**src/rtl/srx_pkg.sv**
```systemverilog
// Shared types for the asynchronous receiver.
// Assumes: status bit positions are fixed because software decodes them.
package srx_pkg;
    typedef enum logic [2:0] {
        RX_IDLE,
        RX_START,
        RX_DATA,
        RX_STOP1,
        RX_STOP2
    } rx_state_t;

    localparam int unsigned FLG_FULL = 0;
    localparam int unsigned FLG_FRM  = 1;
    localparam int unsigned FLG_OVR  = 2;
    localparam int unsigned NFLAGS   = 3;
endpackage

```
**src/rtl/srx_frame_engine.sv**
```systemverilog
// Frame engine: detects a start bit, samples data bits at mid-bit, checks the
// first stop bit and emits a one-cycle completion event.
// Assumes: tick pulses OSR times per bit; rxd is already synchronised.
module srx_frame_engine
    import srx_pkg::*;
#(
    parameter int unsigned DATA_W = 8,
    parameter int unsigned OSR    = 16
) (
    input  logic              clk,
    input  logic              rst_n,
    input  logic              standby,
    input  logic              tick,
    input  logic              rxd,
    input  logic              rx_en,
    input  logic              blocked,
    input  logic              two_stop,
    output logic              evt_valid,
    output logic              evt_stop_ok,
    output logic [DATA_W-1:0] evt_data
);
    localparam int unsigned CW = $clog2(OSR);
    localparam int unsigned IW = $clog2(DATA_W + 1);
    localparam logic [CW-1:0] MID_CNT  = CW'(OSR / 2 - 1);
    localparam logic [CW-1:0] LAST_CNT = CW'(OSR - 1);
    localparam logic [IW-1:0] LAST_BIT = IW'(DATA_W - 1);

    rx_state_t         st;
    logic [CW-1:0]     cnt;
    logic [IW-1:0]     nbit;
    logic [DATA_W-1:0] shreg;

    assign evt_data = shreg;

    // Sequencer: walks start, data and stop phases on oversampling ticks.
    always_ff @(posedge clk) begin
        if (!rst_n || standby) begin
            st          <= RX_IDLE;
            cnt         <= '0;
            nbit        <= '0;
            shreg       <= '0;
            evt_valid   <= 1'b0;
            evt_stop_ok <= 1'b0;
        end else begin
            evt_valid <= 1'b0;
            if (!rx_en) begin
                st <= RX_IDLE;
            end else if (tick) begin
                case (st)
                    RX_IDLE: begin
                        cnt <= '0;
                        if (!blocked && !rxd) st <= RX_START;
                    end
                    RX_START: begin
                        if (cnt == MID_CNT) begin
                            cnt  <= '0;
                            nbit <= '0;
                            st   <= rxd ? RX_IDLE : RX_DATA;
                        end else begin
                            cnt <= cnt + CW'(1);
                        end
                    end
                    RX_DATA: begin
                        if (cnt == LAST_CNT) begin
                            cnt   <= '0;
                            shreg <= {rxd, shreg[DATA_W-1:1]};
                            nbit  <= nbit + IW'(1);
                            if (nbit == LAST_BIT) st <= RX_STOP1;
                        end else begin
                            cnt <= cnt + CW'(1);
                        end
                    end
                    RX_STOP1: begin
                        if (cnt == LAST_CNT) begin
                            cnt         <= '0;
                            evt_valid   <= 1'b1;
                            evt_stop_ok <= rxd;
                            st          <= two_stop ? RX_STOP2 : RX_IDLE;
                        end else begin
                            cnt <= cnt + CW'(1);
                        end
                    end
                    RX_STOP2: begin
                        if (cnt == LAST_CNT) st <= RX_IDLE;
                        else                 cnt <= cnt + CW'(1);
                    end
                    default: st <= RX_IDLE;
                endcase
            end
        end
    end
endmodule

```
**src/rtl/srx_flag_bank.sv**
```systemverilog
// Sticky flag bank: each flag sets on its event and clears only after a read
// that returned 1 for it, followed by a write of 0 to its bit.
// Assumes: set wins over a clear in the same cycle; standby clears everything.
module srx_flag_bank #(
    parameter int unsigned NF = 3
) (
    input  logic          clk,
    input  logic          rst_n,
    input  logic          standby,
    input  logic [NF-1:0] set_vec,
    input  logic          rd,
    input  logic          wr,
    input  logic [NF-1:0] wdata,
    output logic [NF-1:0] flags
);
    logic [NF-1:0] armed;

    for (genvar gi = 0; gi < NF; gi++) begin : g_flag
        // One flag cell with its read-as-one marker.
        always_ff @(posedge clk) begin
            if (!rst_n || standby) begin
                flags[gi] <= 1'b0;
                armed[gi] <= 1'b0;
            end else if (set_vec[gi]) begin
                flags[gi] <= 1'b1;
            end else begin
                if (rd && flags[gi]) armed[gi] <= 1'b1;
                if (wr && !wdata[gi] && armed[gi]) begin
                    flags[gi] <= 1'b0;
                    armed[gi] <= 1'b0;
                end
            end
        end
    end
endmodule

```
**src/rtl/srx_async_rx.sv**
```systemverilog
// Receiver top: joins the frame engine to the flag bank and holds the
// receive data register. Decides between load, overrun and framing error.
// Assumes: one completion event per frame; status bit 0 full, 1 framing, 2 overrun.
module srx_async_rx
    import srx_pkg::*;
#(
    parameter int unsigned DATA_W = 8,
    parameter int unsigned OSR    = 16
) (
    input  logic              clk,
    input  logic              rst_n,
    input  logic              os_tick,
    input  logic              rxd,
    input  logic              rx_en,
    input  logic              two_stop,
    input  logic              sync_mode,
    input  logic              standby,
    input  logic              reg_rd,
    input  logic              reg_wr,
    input  logic [2:0]        reg_wdata,
    output logic [2:0]        status_rdata,
    output logic [DATA_W-1:0] rx_data,
    output logic              tx_inhibit
);
    logic              evt_valid;
    logic              evt_stop_ok;
    logic [DATA_W-1:0] evt_data;
    logic [NFLAGS-1:0] flags;
    logic [NFLAGS-1:0] set_vec;
    logic              err_pending;
    logic              load_data;

    assign err_pending = flags[FLG_OVR] | flags[FLG_FRM];

    srx_frame_engine #(.DATA_W(DATA_W), .OSR(OSR)) u_engine (
        .clk         (clk),
        .rst_n       (rst_n),
        .standby     (standby),
        .tick        (os_tick),
        .rxd         (rxd),
        .rx_en       (rx_en),
        .blocked     (err_pending),
        .two_stop    (two_stop),
        .evt_valid   (evt_valid),
        .evt_stop_ok (evt_stop_ok),
        .evt_data    (evt_data)
    );

    // Outcome of a completed frame: overrun has priority over framing error.
    always_comb begin
        set_vec          = '0;
        set_vec[FLG_OVR] = evt_valid && flags[FLG_FULL];
        set_vec[FLG_FULL] = evt_valid && !flags[FLG_FULL] && evt_stop_ok;
        set_vec[FLG_FRM] = evt_valid && !flags[FLG_FULL] && !evt_stop_ok;
        load_data        = set_vec[FLG_FULL] || set_vec[FLG_FRM];
    end

    srx_flag_bank #(.NF(NFLAGS)) u_flags (
        .clk     (clk),
        .rst_n   (rst_n),
        .standby (standby),
        .set_vec (set_vec),
        .rd      (reg_rd),
        .wr      (reg_wr),
        .wdata   (reg_wdata),
        .flags   (flags)
    );

    // Receive data register: written only when a frame is accepted.
    always_ff @(posedge clk) begin
        if (!rst_n)         rx_data <= '0;
        else if (load_data) rx_data <= evt_data;
    end

    assign status_rdata = flags;
    assign tx_inhibit   = sync_mode & err_pending;
endmodule

```
**config.mk**
```make
export PLATFORM = sky130hd
export DESIGN_NAME = srx_async_rx
export DESIGN_NICKNAME = d
export VERILOG_FILES = /design/src/rtl/srx_pkg.sv /design/src/rtl/srx_frame_engine.sv /design/src/rtl/srx_flag_bank.sv /design/src/rtl/srx_async_rx.sv
export SDC_FILE = /design/constraint.sdc
export NUM_CORES = 1
export LEC_CHECK = 0
export BUFFER_PORTS_ARGS = -buffer_cell sky130_fd_sc_hd__buf_2
export CAP_MARGIN = 20
export CORE_ASPECT_RATIO = 1.4
export CORE_MARGIN = 2
export CORE_UTILIZATION = 30
export CTS_BUF_LIST = sky130_fd_sc_hd__clkbuf_8
export DETAILED_ROUTE_END_ITERATION = 16
export GPL_TIMING_DRIVEN = 0
export SLEW_MARGIN = 20
export SYNTH_ARGS = -nofsm -noshare
export SYNTH_HDL_FRONTEND = slang
export SYNTH_HIERARCHICAL = 1
export SYNTH_SLANG_ARGS = --single-unit
```
**constraint.sdc**
```tcl
create_clock -name clk -period 2.3 [get_ports clk]
set_input_delay 0.115 -clock clk [delete_from_list [all_inputs] [get_ports clk]]
set_output_delay 0.115 -clock clk [all_outputs]
set_load 0.02 [all_outputs]
```
# == Yosys cells after proc, flatten, opt, wreduce, memory -nomap -nowiden ==
# Cells that the tools add are included.
# word_totals
ff_bits,35
inputBits,13
out_inout_bits,12
elab_cells,110
# op_classes
n_addsub,2
eq_ne,14
mux,29
bitwise,8
n_reduce_logical,44
# op_table
cell,count
2-to-1 mux 3 bit,7
2-to-1 mux 4 bit,5
case mux 4 bit (4 select lines),1
case mux 3 bit (5 select lines),1
logical AND 1 bit,14
nonzero test 2 bit,7
2-to-1 mux 1 bit,13
inequality test 2 x 1 -> 1 bit (second input constant),6
AND reduction 4 bit,3
adder 4 x 1 -> 4 bit (second input constant),2
equality test 4 x 3 -> 1 bit (second input constant),2
zero test 1 bit,8
case mux 4 bit (2 select lines),1
AND reduction 7 bit,1
equality test 3 x 2 -> 1 bit (second input constant),2
NOT 1 bit,6
AND reduction 2 bit,3
AND reduction 5 bit,1
equality test 4 bit (second input constant),1
nonzero test 4 bit,1
OR reduction 2 bit,2
OR reduction 4 bit,1
equality test 3 x 1 -> 1 bit (second input constant),1
equality test 3 bit (second input constant),1
6 further kinds,7

# == Depth between registers and ports, before layout ==
# Gate-level depths: netlist (run 1).
# logic_depth
depth_word,5
ltp_mapped,6
mapped_depth_nobuf,6

# == Cells and area by module ==
# The synthesis (run 1) kept the hierarchy.
# by_module_without_submodules
module,instances,cells_each,area_per_inst_um2,seq_area_each_um2
srx_frame_engine,1,122,1074.8,420.4
srx_async_rx,1,41,380.4,160.2
srx_flag_bank,1,25,246.5,120.1

# == Worst setup path before layout (run 1) ==
# No wires, ideal clock.
# synth_path
path_type,register to register
from,register u_engine.cnt[0]
to,register u_engine.cnt[0]
setup_ns,0.065
arrival_time_ns,1.515
required_ns,2.235
setup_slack_ns,0.720
stages_incl_launch_ff,7
n_path_buf,0
synth_period_minus_slack_ns,1.580
cell_sequence,dfxtp_1 ha_1 a311o_1 a21o_1 nor4_2 a21oi_1 nor2_1
# synth_between
elab_chain_cells,3
elab_cells_between_ends,9
classes_between,1 x add/sub; 3 x eq/ne; 4 x mux; 1 x reduce/logical
# synth_lines
element,line,source
"start, declared",srx_frame_engine.sv:29,logic [CW-1:0] cnt;
"start signal, assigned",srx_frame_engine.sv:60,cnt <= cnt + CW'(1);
"start signal, assigned",srx_frame_engine.sv:70,cnt <= cnt + CW'(1);
"start signal, assigned",srx_frame_engine.sv:80,cnt <= cnt + CW'(1);
adder 4 x 1 -> 4 bit (tied with other cells),-,
2-to-1 mux 4 bit (tied with other cells),srx_frame_engine.sv:84,if (cnt == LAST_CNT) st <= RX_IDLE;
case mux 4 bit (4 select lines) / AND reduction 4 bit (equally long branches),-,
# Several ways; a longest one is shown, not always the timed one. The select of a mux whose other input is x is not followed.
# A chain may end at the register's enable or synchronous reset.

# == Final worst setup path (run 1) ==
# layout_path
from,register u_engine.cnt[0]
to,register u_engine.nbit[1]
# layout_between
elab_chain_cells,3
elab_cells_between_ends,5
classes_between,4 x eq/ne; 1 x reduce/logical
# layout_lines
element,line,source
equality test 4 bit / equality test 4 x 3 -> 1 bit (equally long branches),"srx_frame_engine.sv:64, srx_frame_engine.sv:55",
inequality test 2 x 1 -> 1 bit (no source line),-,
AND reduction 5 bit (no source line) *,-,
"end signal, assigned",srx_frame_engine.sv:67,nbit <= nbit + IW'(1);
"end, declared",srx_frame_engine.sv:30,logic [IW-1:0] nbit;
# Every way passes the cells marked *; elsewhere a longest branch is shown, timed or not.

==> results of run 1 <==
## worst min-delay path, stage by stage
cell     delay [ns]
buf_2          0.09
nand3_1        0.05
a21oi_1        0.06
## through the flow
step | instances | hold WS [ns] | utilization | total power, mW
after floorplan | 188 | 0.259 | - | 0.649
after global placement | 280 | 0.381 | 0.348 | 0.671
after detailed placement | 280 | 0.378 | 0.348 | 0.671
after CTS | 288 | 0.0741 | 0.365 | 1.13
after global routing | 288 | 0.0860 | 0.365 | 1.16
final | 288 | 0.0831 | 0.365 | 1.10
## state kept, by name (all words and copies together) (netlist names)
name	flops
u_engine/evt_stop_ok	1
rx_data	8
u_engine/st	3
u_engine/evt_data	8
u_flags/flags	3
u_flags/armed	3
u_engine/cnt	4
u_engine/evt_valid	1
u_engine/nbit	4
## cells in the final DEF, fill, tap and decap left out, types with 3 or more instances in the layout
| cell | count |
|---|---|
| nor3_1 | 4 |
| a21oi_1 | 9 |
| mux2i_1 | 20 |
| and4bb_1 | 3 |
| nor3b_1 | 3 |
| nor2_1 | 21 |
| and2_1 | 3 |
| a211oi_1 | 4 |
| nand3_1 | 5 |
| nand3b_1 | 6 |
| a21o_1 | 3 |
| buf_2 | 27 |
| dfxtp_1 | 35 |
| o21ai_1 | 5 |
| clkbuf_8 | 5 |
| inv_1 | 5 |
| buf_6 | 5 |
| nand2b_1 | 3 |
| nand2_1 | 24 |
## layout make-up
class	count	share of cell area
tap	68	0.0425
inverter	6	0.0113
sequential	35	0.350
buffer	10	0.0394
multi-input combinational	137	0.450
clock buffer	5	0.0344
clock inverter	3	0.0125
timing repair buffer	24	0.0600
## power groups by stage
| stage | logic [mW] | registers (mW) | clock network [mW] |
|---|---|---|---|
| finish | 0.0497 | 0.606 | 0.448 |
| global route | 0.0554 | 0.606 | 0.496 |
| detailed placement | 0.0507 | 0.620 | 0 |
| CTS | 0.0508 | 0.606 | 0.469 |
| floorplan | 0.0288 | 0.620 | 0 |
| global placement | 0.0508 | 0.620 | 0 |
## logic make-up after synthesis
family | share of synthesized area
flip-flops | 0.412
adder cells (fa/ha/maj) | 0.0147
buffers and inverters | 0.0596
AND/OR/NAND/NOR | 0.285
multiplexers | 0.118
AO/OA/AOI/OAI | 0.111
## path summary, 6_finish.rpt
kind / endpoint / cells past startpoint / from / slack [ns]
worst min register to register: u_flags/armed[0] / 2 / u_flags/armed[0] / 0.46
worst min-delay path: u_engine/st[2] / 3 / two_stop / 0.08
worst max register to register: u_engine/nbit[1] / 6 / u_engine/cnt[0] / 0.49
worst max-delay path: u_engine/nbit[1] / 6 / u_engine/cnt[0] / 0.49
## per-layer routing
metal  track usage  vias to the layer above  part of all wire  routed length [um]
met5             0                        -                 0                   0
met4        0.0408                        0            0.0094                  31
met3        0.0409                        4             0.041                 135
met2         0.180                       23              0.49                1630
met1         0.139                      644              0.46                1520
li1              -                      720                 -                   -
==> results.cfg, run 1 <==
[placed_design]
place_congestion = 0.742
pre_cts_slack_ns = 0.512
portBuffers = 24
hpwl_mm = 2.51
placed_cell_area_um2 = 1910

[pwr]
power.density_nw_per_um2 = 552
sw_frac_of_total = 0.237
p_int_uw = 842
p_leak_nw = 0.744
p_sw_uw = 262
p_seq_frac = 0.549
clkPwrFrac = 0.406
p_comb_frac = 0.045
peakVddDrop_mv = 0.348

[worst_setup_path]
crit_fanout = 6
critPathTopFamily = simple AND/OR/NAND/NOR gates
end_kind = flop
crit_path_max_incr_delay_ns = 0.39
cp_cell_sequence = ha_1 -> nand2_1 -> nor3_2 -> o21ai_1 -> or3_1 -> a21oi_1
cp-start-kind = flop
slowest_stage = dfxtp_1
crit_required_ns = 2.51
crit_buf_inv = 0
worst-setup-path-type = reg2reg
crit_arrival_ns = 2.02

[grt]
grt_pass1_wl_mm = 5.58
grt_usage = 0.114
grt_pass1_vias = 1280
grt_overflow_total = 0
grt_start_max_net_pins = 14
antenna_found_initial = 0

[sta]
post-route-period-util = 0.787
slew_headroom = 0.686
setup_violations = 0
drv_slew = 0
worst_pin_slew_ns = 0.470
fin_ws_ns = 0.489
skew_ns = 0.0101
max_freq_ghz = 0.552
hold_viol_final = 0
rsz0062_at_grt = false
fin_tns_setup_ns = 0
final.min_clock_period_ns = 1.81

[layout]
synthToLayoutAreaGrowth_pct = 17.6
fin_nets = 234
drive_gt1_frac = 0.214
fillers = 557
n_antenna_cell = 0
final_area_um2 = 2000
regArea_um2 = 701
multi_input_area_um2 = 900

[yosys]
synth_edf_count = 0
synth_cells = 188
synth_flop_cell = dfxtp_1
yosys_warnings = 6
synthArstFlopShare = 0
yosysTopAreaCellShare = 0.412
ys_ff_latch = 35
synth_fp_nets = 203
synth_area_leader_cell = dfxtp_1
syn-cell-area_um2 = 1700
synthTopCellsByArea = dfxtp_1 41%, mux2i_1 12%, nand2_1 5.3%
synth_commonest_cells = 35 x dfxtp_1, 24 x nand2_1, 21 x nor2_1, 20 x mux2i_1, 9 x a21oi_1
yosysMostFrequentCell = dfxtp_1
yosys.cell_types.count = 40
synth-seq-area-share = 0.412
syn_area_per_cell_um2 = 9.05

[job]
max_cap_viol_count = 0

[cts]
ctsHoldBuffers = 0
post_cts_buffers = 0
cts.path.max_buffers = 2
cts_root_buffer = clkbuf_8
cts_tree = yes
insertion_delay_ns = 0.28
cts.sinks = 35
h-tree-depth = 2
cts-resized-gates = 0
clk_pin_slew_ns = 0.07
numCtsBuffers = 5

[route]
ant_nets = 0
wl_mm = 3.31
firstDrtPassIters = 4
first_iter_violations = 51
wl_per_cell_um = 11.5
vias = 1391
drc = 0
via_per_inst = 4.83

[die]
ios = 25
dieWidth_um = 67.7
die-area_um2 = 6300
coreArea_um2 = 5490
rows = 32
initial_core_util = 0.310
dieHeight_um = 93.1

[hold_path]
min_path_type = in2reg

[run_status]
status = complete, no violations
No activity file was read; power rests on OpenSTA's default activity.
==> inputs of run 2 (changes only) <==
Settings changed: ABC_AREA set to 1.
Clock period 2.3 ns to 1.7 ns, I/O delays scaled along.
==> results.cfg, run 2 <==
[worst_setup_path]
cp_cell_sequence = ha_2 -> nand3_4 -> nor3_4 -> inv_2 -> nor2_1 -> nor2_1
path_common_cell = nor2_1
slowest_stage = dfxtp_1
crit_required_ns = 1.88
crit_buf_inv = 1
crit_arrival_ns = 1.73
crit_fanout = 10
critPathTopFamily = simple AND/OR/NAND/NOR gates
reg2reg_from = u_engine/cnt[0]
cp-start-kind = flop
worst-setup-path-type = reg2reg
crit_path_max_incr_delay_ns = 0.41
critPathLaunch = u_engine/cnt[0]
end_kind = flop

[grt]
grt_overflow_total = 0
antenna_found_initial = 0
grt_usage = 0.116
busiest_layer = met2
met3_usage = 0.0275
grt_start_max_net_pins = 11
grt_pass1_vias = 1484
met2_usage = 0.219
grt_util_met1 = 0.122
grt_pass1_wl_mm = 6.21

[placed_design]
hpwl_mm = 2.66
placed_cell_area_um2 = 2000
portBuffers = 24
place_congestion = 0.773

[sta]
post-route-period-util = 0.909
slew_headroom = 0.753
skew_ns = 0.00785
setup_violations = 0
holdWs_ns = 0.104
max_freq_ghz = 0.647
hold_viol_final = 0
final.min_clock_period_ns = 1.54
drv_slew = 0
worst_pin_slew_ns = 0.371

[yosys]
synth-xor-area-share = 0.0146
yosysMostFrequentCell = nor2_1
syn_area_per_cell_um2 = 6.70
synth_edf_count = 0
yosys_warnings = 6
synth_cells = 268
synth.area.mux_share = 0
yosysTopAreaCellShare = 0.390
yosys.area_share.simple = 0.410
ys_ff_latch = 35
synth_top_family_by_area = simple AND/OR/NAND/NOR gates
synthTopCellsByArea = dfxtp_1 39%, nor2_1 13%, nand2_1 11%
synth_fp_nets = 283
synth_area_leader_cell = dfxtp_1
synth_flop_cell = dfxtp_1
synth_compound_area_frac = 0.0704
synth-seq-area-share = 0.390
yosys.area_share.adder = 0.0139
syn-cell-area_um2 = 1800
synthArstFlopShare = 0
yosys.cell_types.count = 27
synth_commonest_cells = 62 x nor2_1, 54 x nand2_1, 35 x dfxtp_1, 35 x inv_1, 23 x nand3_1

[job]
max_cap_viol_count = 0

[die]
dieHeight_um = 95.5
dieWidth_um = 69.4
ios = 25
initial_core_util = 0.308
coreArea_um2 = 5820
rows = 33
die-area_um2 = 6630

[run_status]
status = complete, no violations

[cts]
ctsHoldBuffers = 0
insertion_delay_ns = 0.28
h-tree-depth = 2
numCtsBuffers = 5
cts.path.max_buffers = 2
clk_pin_slew_ns = 0.07
cts.sinks = 35
cts_root_buffer = clkbuf_8
cts_tree = yes

[route]
wl_mm = 3.47
firstDrtPassIters = 4
wl_per_cell_um = 9.36
via_per_inst = 4.42
first_iter_violations = 49
vias = 1635
ant_nets = 0
drc = 0

[hold_path]
hold_start = rxd
min_path_type = in2reg

[pwr]
p_leak_nw = 0.936
peakVddDrop_mv = 0.314
power.density_nw_per_um2 = 711

[layout]
n_antenna_cell = 0
final_area_um2 = 2090
fin_nets = 314
layout_commonest_cell = nor2_1
drive_gt1_frac = 0.187
synthToLayoutAreaGrowth_pct = 16.2
final_cell_mix = 62 x nor2_1, 54 x nand2_1, 37 x inv_1
final_core_util = 0.358
[run 2: area by class of cell]
class	instances	area [um^2]
buffer	4	31.3
clock inverter	3	12.5
inverter	40	150
tap	70	87.6
clock buffer	5	68.8
sequential	35	701
fill	629	3730
multi-input combinational	189	916
timing repair buffer	24	120
[run 2: path summary, 6_finish.rpt]
check	depth (start not counted)	slack, ns	end
max	6	0.16	u_engine/evt_data[0]
min	3	0.10	u_engine/evt_data[7]
max reg2reg	6	0.16	u_engine/evt_data[0]
min reg2reg	2	0.48	rx_data[2]
[run 2: timing repair]
item	in CTS	in global routing
setup buffers	0	0
resized for setup	0	1
endpoints found under the setup margin	0	1
[run 2: cells by family (layout without fill, tap and decap cells)]
| logic type | Yosys count | count (layout) |
|---|---|---|
| AO/OA/AOI/OAI | 24 | 24 |
| XOR/XNOR | 3 | 3 |
| adder cells (fa/ha/maj) | 2 | 2 |
| buffers and inverters | 44 | 76 |
| flip-flops | 35 | 35 |
| AND/OR/NAND/NOR | 160 | 160 |
[run 2: where the power goes]
part           internal (mW)  switching, mW
combinational         0.0347         0.0611
clock                  0.275          0.289
sequential             0.821        0.00271
[run 2: stage by stage]
step | total power, mW | setup TNS [ns] | instances | worst slack (ns)
after floorplan | 0.908 | 0 | 268 | 0.316
after global placement | 0.939 | 0 | 362 | 0.155
after detailed placement | 0.940 | 0 | 362 | 0.134
after CTS | 1.51 | 0 | 370 | 0.130
after global routing | 1.56 | -0.0101 | 370 | -0.0101
final | 1.48 | 0 | 370 | 0.155
[run 2: worst register-to-register path: cells and delay by family, from the launching register on]
| kind | cells | cell delay, ns |
|---|---|---|
| flops | 1 | 0.41 |
| buf+inv | 1 | 0.13 |
| fa+ha+maj | 1 | 0.25 |
| simple gates | 4 | 0.65 |
[run 2: metal layers]
layer,vias up,wire [um]
li1,887,-
met1,715,1530
met2,29,1750
met3,4,122
met4,0,68
met5,-,0
==> inputs of run 3 (changes only) <==
Settings changed: RECOVER_POWER set to 50.
==> results.cfg, run 3 (synthesized netlist as in run 2, its figures left out) <==
[run_status]
status = complete, no violations

[pwr]
power.density_nw_per_um2 = 716
p_leak_nw = 0.882
peakVddDrop_mv = 0.314
power_mw = 1.48

[die]
ios = 25
initial_core_util = 0.308
dieHeight_um = 95.5
dieWidth_um = 69.4
coreArea_um2 = 5820
die-area_um2 = 6630
rows = 33

[worst_setup_path]
crit_fanout = 10
critPathLaunch = u_engine/cnt[0]
end_kind = flop
crit_required_ns = 1.88
reg2reg_setup_slack_ns = 0.16
worst-setup-path-type = reg2reg
cp-start-kind = flop
crit_arrival_ns = 1.73
endpoint = u_engine/evt_data[0]
timing.rr.end = u_engine/evt_data[0]
reg2reg_depth = 6
reg2reg_from = u_engine/cnt[0]

[cts]
h-tree-depth = 2
post_cts_buffers = 0
cts_root_buffer = clkbuf_8
cts_tree = yes
cts.sinks = 35
numCtsBuffers = 5
cts.path.max_buffers = 2
clk_pin_slew_ns = 0.07
insertion_delay_ns = 0.28

[hold_path]
min_path_type = in2reg
hold_start = rxd

[layout]
synthToLayoutAreaGrowth_pct = 15.4
fin_nets = 314
fillers = 638
regArea_um2 = 701
layout_commonest_cell = nor2_1
final_cells = 370
drive_gt1_frac = 0.143
final_cell_mix = 62 x nor2_1, 54 x nand2_1, 38 x inv_1
multi_input_area_um2 = 916
n_antenna_cell = 0
final_area_um2 = 2070

[placed_design]
placed_cell_area_um2 = 2000
portBuffers = 24
hpwl_mm = 2.66
place_congestion = 0.773
place_inst = 362

[route]
ant_nets = 0
firstDrtPassIters = 4
wl_mm = 3.49
first_iter_violations = 49
wl_per_cell_um = 9.42
vias = 1632
via_per_inst = 4.41
drc = 0

[grt]
grt_overflow_total = 0
grt_usage = 0.116
grt_pass1_vias = 1484
antenna_found_initial = 0
grt_pass1_wl_mm = 6.21
grt_start_max_net_pins = 11

[sta]
max_freq_ghz = 0.647
post-route-period-util = 0.909
hold_viol_final = 0
slew_headroom = 0.753
worst_pin_slew_ns = 0.371
final.min_clock_period_ns = 1.54
skew_ns = 0.00770
drv_slew = 0
holdWs_ns = 0.104
setup_violations = 0
fin_tns_setup_ns = 0

[job]
max_cap_viol_count = 0
[run 3: cell type report]
cell class,count,area share
plain buffers,4,0.0151
clock buffers,5,0.0332
clock inverters,3,0.00604
inverters,40,0.0725
multi-input cells,189,0.442
flip-flops and latches,35,0.338
well taps,70,0.0423
repair buffers,24,0.0507
[run 3: layer usage]
layer | GRT usage | part of all wire
met1 | 0.122 | 0.44
met2 | 0.219 | 0.50
met3 | 0.0275 | 0.038
met4 | 0.0539 | 0.020
met5 | 0 | 0
[run 3: critical path, cell delays in order (launching register included)]
cell     delay (ns)
dfxtp_1        0.41
ha_2           0.25
nand3_4        0.13
nor3_4         0.36
inv_2          0.13
nor2_1         0.11
nor2_1         0.05
[run 3: through the flow]
stage                     setup WS (ns)  utilization
final                             0.155        0.356
after global routing            -0.0101        0.356
after CTS                         0.130        0.358
after detailed placement          0.134        0.344
after global placement            0.155        0.344
after floorplan                   0.316            -
[run 3: report_power, final]
| group | internal, mW | switching (mW) |
|---|---|---|
| Clock | 0.275 | 0.288 |
| Sequential | 0.821 | 0.00271 |
| Combinational | 0.0347 | 0.0611 |
| Total | 1.13 | 0.352 |
[run 3: timing repair]
| item | CTS | global route |
|---|---|---|
| resized for setup | 0 | 1 |
| setup endpoints to repair | 0 | 1 |
| hold buffers | 0 | 0 |
[run 3: worst min-delay path by stage]
stage	to	slack (ns)	cells after the start
after floorplan	u_engine/evt_data[7]	0.23	2
after global placement	u_engine/evt_data[7]	0.40	3
after detailed placement	u_engine/evt_data[7]	0.40	3
after CTS	u_engine/evt_data[7]	0.09	3
after global routing	u_engine/evt_data[7]	0.1	3
final	u_engine/evt_data[7]	0.10	3
